`src/rtl/tbs_pkg.sv`:
```
package tbs_pkg;
   typedef enum logic {
      SRC_MAIN = 1'b0,
      SRC_ALT  = 1'b1
   } clk_src_e;
endpackage

```
`src/rtl/tbs_scale_mux.sv`:
```
module tbs_scale_mux #(
   parameter int SCALE_W = 32
) (
   input  tbs_pkg::clk_src_e   sel_i,
   input  logic [SCALE_W-1:0]  main_i,
   input  logic [SCALE_W-1:0]  alt_i,
   output logic [SCALE_W-1:0]  scale_o
);
   always_comb begin
      unique case (sel_i)
         tbs_pkg::SRC_ALT: scale_o = alt_i;
         default:          scale_o = main_i;
      endcase
   end
endmodule

```
`src/rtl/tbs_step_gen.sv`:
```
module tbs_step_gen #(
   parameter int CNT_W      = 64,
   parameter int INT_W      = 8,
   parameter int FRAC_W     = 24,
   parameter int SCALE_IMPL = 1
) (
   input  logic                      scale_en_i,
   input  logic [INT_W+FRAC_W-1:0]   scale_i,
   input  logic [FRAC_W-1:0]         frac_i,
   output logic [CNT_W-1:0]          step_o,
   output logic [FRAC_W-1:0]         frac_o
);
   localparam int SCALE_W = INT_W + FRAC_W;

   generate
      if (SCALE_IMPL != 0) begin : g_scaled
         logic [FRAC_W:0] fsum;
         always_comb begin
            fsum = {1'b0, frac_i} + {1'b0, scale_i[FRAC_W-1:0]};
            if (scale_en_i) begin
               step_o = CNT_W'(scale_i[SCALE_W-1:FRAC_W]) + CNT_W'(fsum[FRAC_W]);
               frac_o = fsum[FRAC_W-1:0];
            end else begin
               step_o = CNT_W'(1);
               frac_o = frac_i;
            end
         end
      end else begin : g_plain
         logic unused_scale;
         assign unused_scale = ^{scale_en_i, scale_i};
         assign step_o = CNT_W'(1);
         assign frac_o = frac_i;
      end
   endgenerate
endmodule

```
`src/rtl/tbs_count_reg.sv`:
```
module tbs_count_reg #(
   parameter int CNT_W  = 64,
   parameter int FRAC_W = 24
) (
   input  logic                 clk,
   input  logic                 rst_n,
   input  logic                 adv_i,
   input  logic [CNT_W-1:0]     step_i,
   input  logic [FRAC_W-1:0]    frac_nxt_i,
   input  logic                 load_lo_i,
   input  logic                 load_hi_i,
   input  logic [CNT_W/2-1:0]   load_data_i,
   output logic [CNT_W-1:0]     count_o,
   output logic [FRAC_W-1:0]    frac_o
);
   localparam int HALF_W = CNT_W / 2;

   logic [CNT_W-1:0]  count_q;
   logic [FRAC_W-1:0] frac_q;

   always_ff @(posedge clk or negedge rst_n) begin
      if (!rst_n) begin
         count_q <= '0;
         frac_q  <= '0;
      end else if (load_lo_i || load_hi_i) begin
         if (load_lo_i) count_q[HALF_W-1:0]     <= load_data_i;
         if (load_hi_i) count_q[CNT_W-1:HALF_W] <= load_data_i;
         frac_q <= '0;
      end else if (adv_i) begin
         count_q <= count_q + step_i;
         frac_q  <= frac_nxt_i;
      end
   end

   assign count_o = count_q;
   assign frac_o  = frac_q;
endmodule

```
`src/rtl/tbs_scaled_counter.sv`:
```
module tbs_scaled_counter #(
   parameter int CNT_W      = 64,
   parameter int INT_W      = 8,
   parameter int FRAC_W     = 24,
   parameter int SCALE_IMPL = 1
) (
   input  logic                     clk,
   input  logic                     rst_n,
   input  logic                     tick_i,
   input  logic                     run_en_i,
   input  logic                     halt_dbg_en_i,
   input  logic                     dbg_req_i,
   input  logic                     scale_en_i,
   input  logic                     clk_src_i,
   input  logic [INT_W+FRAC_W-1:0]  scale_main_i,
   input  logic [INT_W+FRAC_W-1:0]  scale_alt_i,
   input  logic                     load_lo_i,
   input  logic                     load_hi_i,
   input  logic [CNT_W/2-1:0]       load_data_i,
   output logic [CNT_W-1:0]         count_o,
   output logic                     halted_o
);
   localparam int SCALE_W = INT_W + FRAC_W;

   generate
      if ((CNT_W % 2) != 0) begin : g_bad_cnt
         $error("CNT_W must be even so it splits into two load halves");
      end
      if (INT_W < 1 || FRAC_W < 1) begin : g_bad_fmt
         $error("INT_W and FRAC_W must both be at least one bit");
      end
      if (SCALE_W > CNT_W) begin : g_bad_scale
         $error("scale word may not be wider than the count");
      end
   endgenerate

   logic [SCALE_W-1:0] scale_sel;
   logic [CNT_W-1:0]   step;
   logic [FRAC_W-1:0]  frac_q;
   logic [FRAC_W-1:0]  frac_nxt;
   logic               halt_now;
   logic               adv;

   assign halt_now = halt_dbg_en_i & dbg_req_i;
   assign adv      = tick_i & run_en_i & ~halt_now;
   assign halted_o = halt_now;

   tbs_scale_mux #(.SCALE_W(SCALE_W)) u_mux (
      .sel_i   (tbs_pkg::clk_src_e'(clk_src_i)),
      .main_i  (scale_main_i),
      .alt_i   (scale_alt_i),
      .scale_o (scale_sel)
   );

   tbs_step_gen #(
      .CNT_W(CNT_W), .INT_W(INT_W), .FRAC_W(FRAC_W), .SCALE_IMPL(SCALE_IMPL)
   ) u_step (
      .scale_en_i (scale_en_i),
      .scale_i    (scale_sel),
      .frac_i     (frac_q),
      .step_o     (step),
      .frac_o     (frac_nxt)
   );

   tbs_count_reg #(.CNT_W(CNT_W), .FRAC_W(FRAC_W)) u_reg (
      .clk         (clk),
      .rst_n       (rst_n),
      .adv_i       (adv),
      .step_i      (step),
      .frac_nxt_i  (frac_nxt),
      .load_lo_i   (load_lo_i),
      .load_hi_i   (load_hi_i),
      .load_data_i (load_data_i),
      .count_o     (count_o),
      .frac_o      (frac_q)
   );
endmodule

```
`config.mk`:
```
export PLATFORM = sky130hd
export DESIGN_NAME = tbs_scaled_counter
export DESIGN_NICKNAME = d
export VERILOG_FILES = /design/src/rtl/tbs_pkg.sv /design/src/rtl/tbs_scale_mux.sv /design/src/rtl/tbs_step_gen.sv /design/src/rtl/tbs_count_reg.sv /design/src/rtl/tbs_scaled_counter.sv
export SDC_FILE = /design/constraint.sdc
export NUM_CORES = 1
export LEC_CHECK = 0
export ABC_AREA = 1
export BUFFER_PORTS_ARGS = -buffer_cell sky130_fd_sc_hd__buf_2
export CAP_MARGIN = 20
export CORE_ASPECT_RATIO = 0.75
export CORE_MARGIN = 1
export CORE_UTILIZATION = 57
export CTS_CLUSTER_DIAMETER = 30
export DETAILED_ROUTE_END_ITERATION = 12
export MAX_ROUTING_LAYER = met4
export PLACE_DENSITY = 0.82
export SKIP_LAST_GASP = 1
export SYNTH_ARGS = -nofsm -noshare
export SYNTH_HDL_FRONTEND = slang
export SYNTH_SLANG_ARGS = --single-unit
export TNS_END_PERCENT = 5
```
`constraint.sdc`:
```
create_clock -name clk -period 5 [get_ports clk]
set_clock_uncertainty 0.1 [all_clocks]
set_input_delay 0.25 -clock clk [delete_from_list [all_inputs] [get_ports clk]]
set_output_delay 0.25 -clock clk [all_outputs]
set_load 0.1 [all_outputs]
```
==> summary.txt <==
Cells and area
  – Layout Nets: between 1500 and 2000
  – Area growth syn-to-layout: 17.71%
  – Share of cells above drive strength 1: 0.1996
  – Commonest non-fill, non-tap cell in the layout: nand2_1
  – Most frequent cells in the layout: nand2_1 (424), nor2_1 (172), buf_2 (169)
  – Ant diodes: 0
  – Final instance area: approximately 10000 um^2

Critical path
  – CP max FO: 11
  – Startpoint Class: input pin
  – Slowest library cell on the worst path: mux2_2
  – CP bufs+invs: 6
  – CP max stage delay: around 0.36 ns
  – Critical Path AT: between 4 and 5 ns
  – Worst path required time: between 5 and 6 ns
  – Critical path class: in -> reg
  – Delay-heaviest family, CP: simple AND/OR/NAND/NOR gates
  – Crit end category: register
  – Cell mode on critical path: nand2_1

Die
  – Initial Util: 0.5861
  – Die Span X: 143.2 um
  – Io pins: ~170
  – Core area: ~15000 um^2
  – Die area: around 15000 um^2
  – Site Rows: 38
  – Die height: between 100 and 150 um

Pwr
  – P_leak: 5.241 nW
  – Cell Pwr Density: 285.6 nW/um^2
  – VDD IR max: about 0.00022 V

Logic synthesis
  – Mapped cell area: between 8000 and 9000 um^2
  – Post-synthesis sequential area ratio: 0.2583
  – Yosys cell types: about 40
  – Synth Register Bits: 88
  – Post-synthesis cell count: ~1400
  – Synth warn: 0
  – Post-Syn Nets: ~1500
  – Average cell area after synthesis: 6.108 um^2

STA
  – Achievable frequency: 0.2125 GHz
  – Final worst slack: 0.2934 ns
  – Unrepaired setup endpoints after global routing: true
  – Fin. Hold Viols: 0
  – Post-layout min period: roughly 4.7 ns
  – Final Cycle Share: 0.9413
  – Setup violations, final: 0
  – Slew HR: 0.3742
  – Slew of the pin with the lowest slew margin: between 0.9 and 1 ns
  – Slew Limit Fails: 0
  – Hold Slack: a little over 0.1 ns

Global routing
  – Pin count of the biggest net entering global routing: 72
  – GR Util All Layers: 0.4040
  – Number of global-route vias before repair: 8545
  – Grt total ovfl: 0
  – Initial antenna violation count: 0
  – First-pass GRT wire length: between 40 and 50 mm

Detailed routing
  – Post-Route WL: around 30 mm
  – DR pass1 iterations: 5
  – Wire per inst: 16.94 um
  – DRT iter0 DRCs: roughly 1200
  – Antenna Nets Post-Route: 0
  – Post-route DRC violation count: 0
  – Total number of vias: roughly 10000
  – Drt via density: ~5.7

Status
  – Outcome: finished, final reports clean

Clocking
  – Clock Pin Slew Worst Setup and Hold Paths: about 0.07 ns
  – CTS Buf Count: 9
  – Clock Sinks: 88
  – CTS tree: built
  – Postcts setup bufs: 0
  – Clock Path Buffers: 2
  – Clk Latency, worst-skew pair: 0.36 ns
  – Root buffer cell: clkbuf_16
  – CTS HTree Levels: 3

Place
  – Placed cell area: 9688 um^2
  – Pre-CTS WS: -0.1060 ns
  – Gpl congestion: between 0.9 and 1
  – HPWL Detailed: 23.28 mm
  – Count of input and output buffers: 170

Worst hold path
  – Hold Path Class: in -> reg

Job
  – Maxcap violations: 0
[routing by layer]
layer  GRT usage  vias up  part of all wire  wire length [um]
met4      0.1049        0             0.017               504
li1            -     4859                 -                 -
met5           -        -                 0                 0
met2      0.5317      594              0.39             11760
met1      0.6035     4551              0.47             14030
met3     0.09786       43              0.13              3818
[final cells by class]
type	instances	area (um^2)
Multi-Input combinational cell	1103	5567
Fill cell	1332	4512
Clock inverter	5	63.81
Timing Repair Buffer	197	1059
Tap cell	200	250.2
Clock buffer	11	242.7
Inverter	174	653.1
Sequential cell	88	2202
[worst register-to-register path: cells and delay by family (launching register included)]
family                     cells  cell delay, ns
AOI/OAI and AO/OA              3            0.69
adders and majority gates      4            1.10
buffers and inverters          5            0.35
DFF                            1            0.35
and+or+nand+nor               16            2.04
[sequential cells by signal, indices dropped and copies added, names as in the netlist]
signal / count
u_reg.count_o: 64
u_reg.frac_o: 24
[what timing repair did]
| item | 4_1_cts | 5_1_grt |
|---|---|---|
| hold endpoints to repair | 39 | 0 |
| hold buffers | 1 | 0 |
| resized for setup | 0 | 8 |
| setup endpoints to repair | 0 | 56 |
[cells by family after synthesis]
| family | count (synthesis) | synth area share |
|---|---|---|
| simple gates | 810 | 0.4131 |
| buf+inv | 205 | 0.09274 |
| xor+xnor | 10 | 0.01027 |
| mux | 25 | 0.03287 |
| flops | 88 | 0.2583 |
| fa+ha+maj | 37 | 0.05605 |
| compound gates | 221 | 0.1368 |
[cells in the mapped netlist]
cell type | number | area [um^2]
a21boi_0 | 1 | 7.510
a21o_1 | 4 | 30.03
a21oi_1 | 108 | 540.5
a22o_1 | 5 | 43.79
a22oi_1 | 4 | 30.03
a31oi_1 | 6 | 37.54
and2_1 | 2 | 12.51
buf_2 | 14 | 70.07
buf_4 | 1 | 7.510
clkbuf_1 | 16 | 60.06
dfrtp_1 | 88 | 2202
fa_1 | 2 | 40.04
ha_1 | 35 | 437.9
inv_1 | 166 | 623.1
inv_2 | 8 | 30.03
mux2_2 | 24 | 270.3
mux2i_1 | 1 | 10.01
nand2_1 | 424 | 1592
nand2_2 | 27 | 168.9
nand3_1 | 90 | 450.4
nand3_2 | 4 | 40.04
nand3b_1 | 7 | 52.55
nand4_1 | 22 | 137.6
nor2_1 | 172 | 645.6
nor2_2 | 18 | 112.6
nor2_4 | 10 | 112.6
nor3_1 | 19 | 95.09
nor3_2 | 2 | 20.02
nor3b_1 | 1 | 7.510
nor4_1 | 3 | 18.77
o21a_1 | 1 | 7.510
o21ai_0 | 77 | 385.4
o21ai_1 | 11 | 55.05
o21bai_1 | 1 | 7.510
o22ai_1 | 1 | 6.260
o31ai_1 | 2 | 15.01
or2_0 | 1 | 6.260
or2_1 | 1 | 6.260
or2_2 | 7 | 43.79
xnor2_1 | 5 | 43.79
xor2_1 | 5 | 43.79
[per-stage QoR]
stage | utilization | std cells | power, mW | setup TNS (ns)
2_1_floorplan | - | 1396 | 1.806 | 0
3_3_place_gp | 0.6659 | 1761 | 2.105 | 0
3_5_place_dp | 0.6659 | 1761 | 2.117 | -0.4641
4_1_cts | 0.6877 | 1778 | 2.847 | 0
5_1_grt | 0.6899 | 1778 | 2.980 | -0.2258
6_report | 0.6899 | 1778 | 2.866 | 0
[worst paths after layout]
kind,from,slack [ns],endpoint,cells past startpoint
min in group asynchronous,rst_n,0.31,u_reg.frac_o[23],2
max reg2reg,u_reg.frac_o[0],0.31,u_reg.count_o[35],28
min,load_data_i[4],0.10,u_reg.count_o[4],3
max,clk_src_i,0.29,u_reg.count_o[35],29
min reg2reg,u_reg.frac_o[8],0.39,u_reg.frac_o[8],2
max in group asynchronous,rst_n,3.39,u_reg.frac_o[7],3
[power breakdown]
part / internal (mW) / switching, mW / leakage (nW) / total [mW]
sequential: 0.780 / 0.137 / 1.08 / 0.917
combinational: 0.278 / 0.939 / 4.02 / 1.22
clock: 0.407 / 0.326 / 0.147 / 0.733
total: 1.46 / 1.40 / 5.24 / 2.87
(Power assumes the default switching activity.)
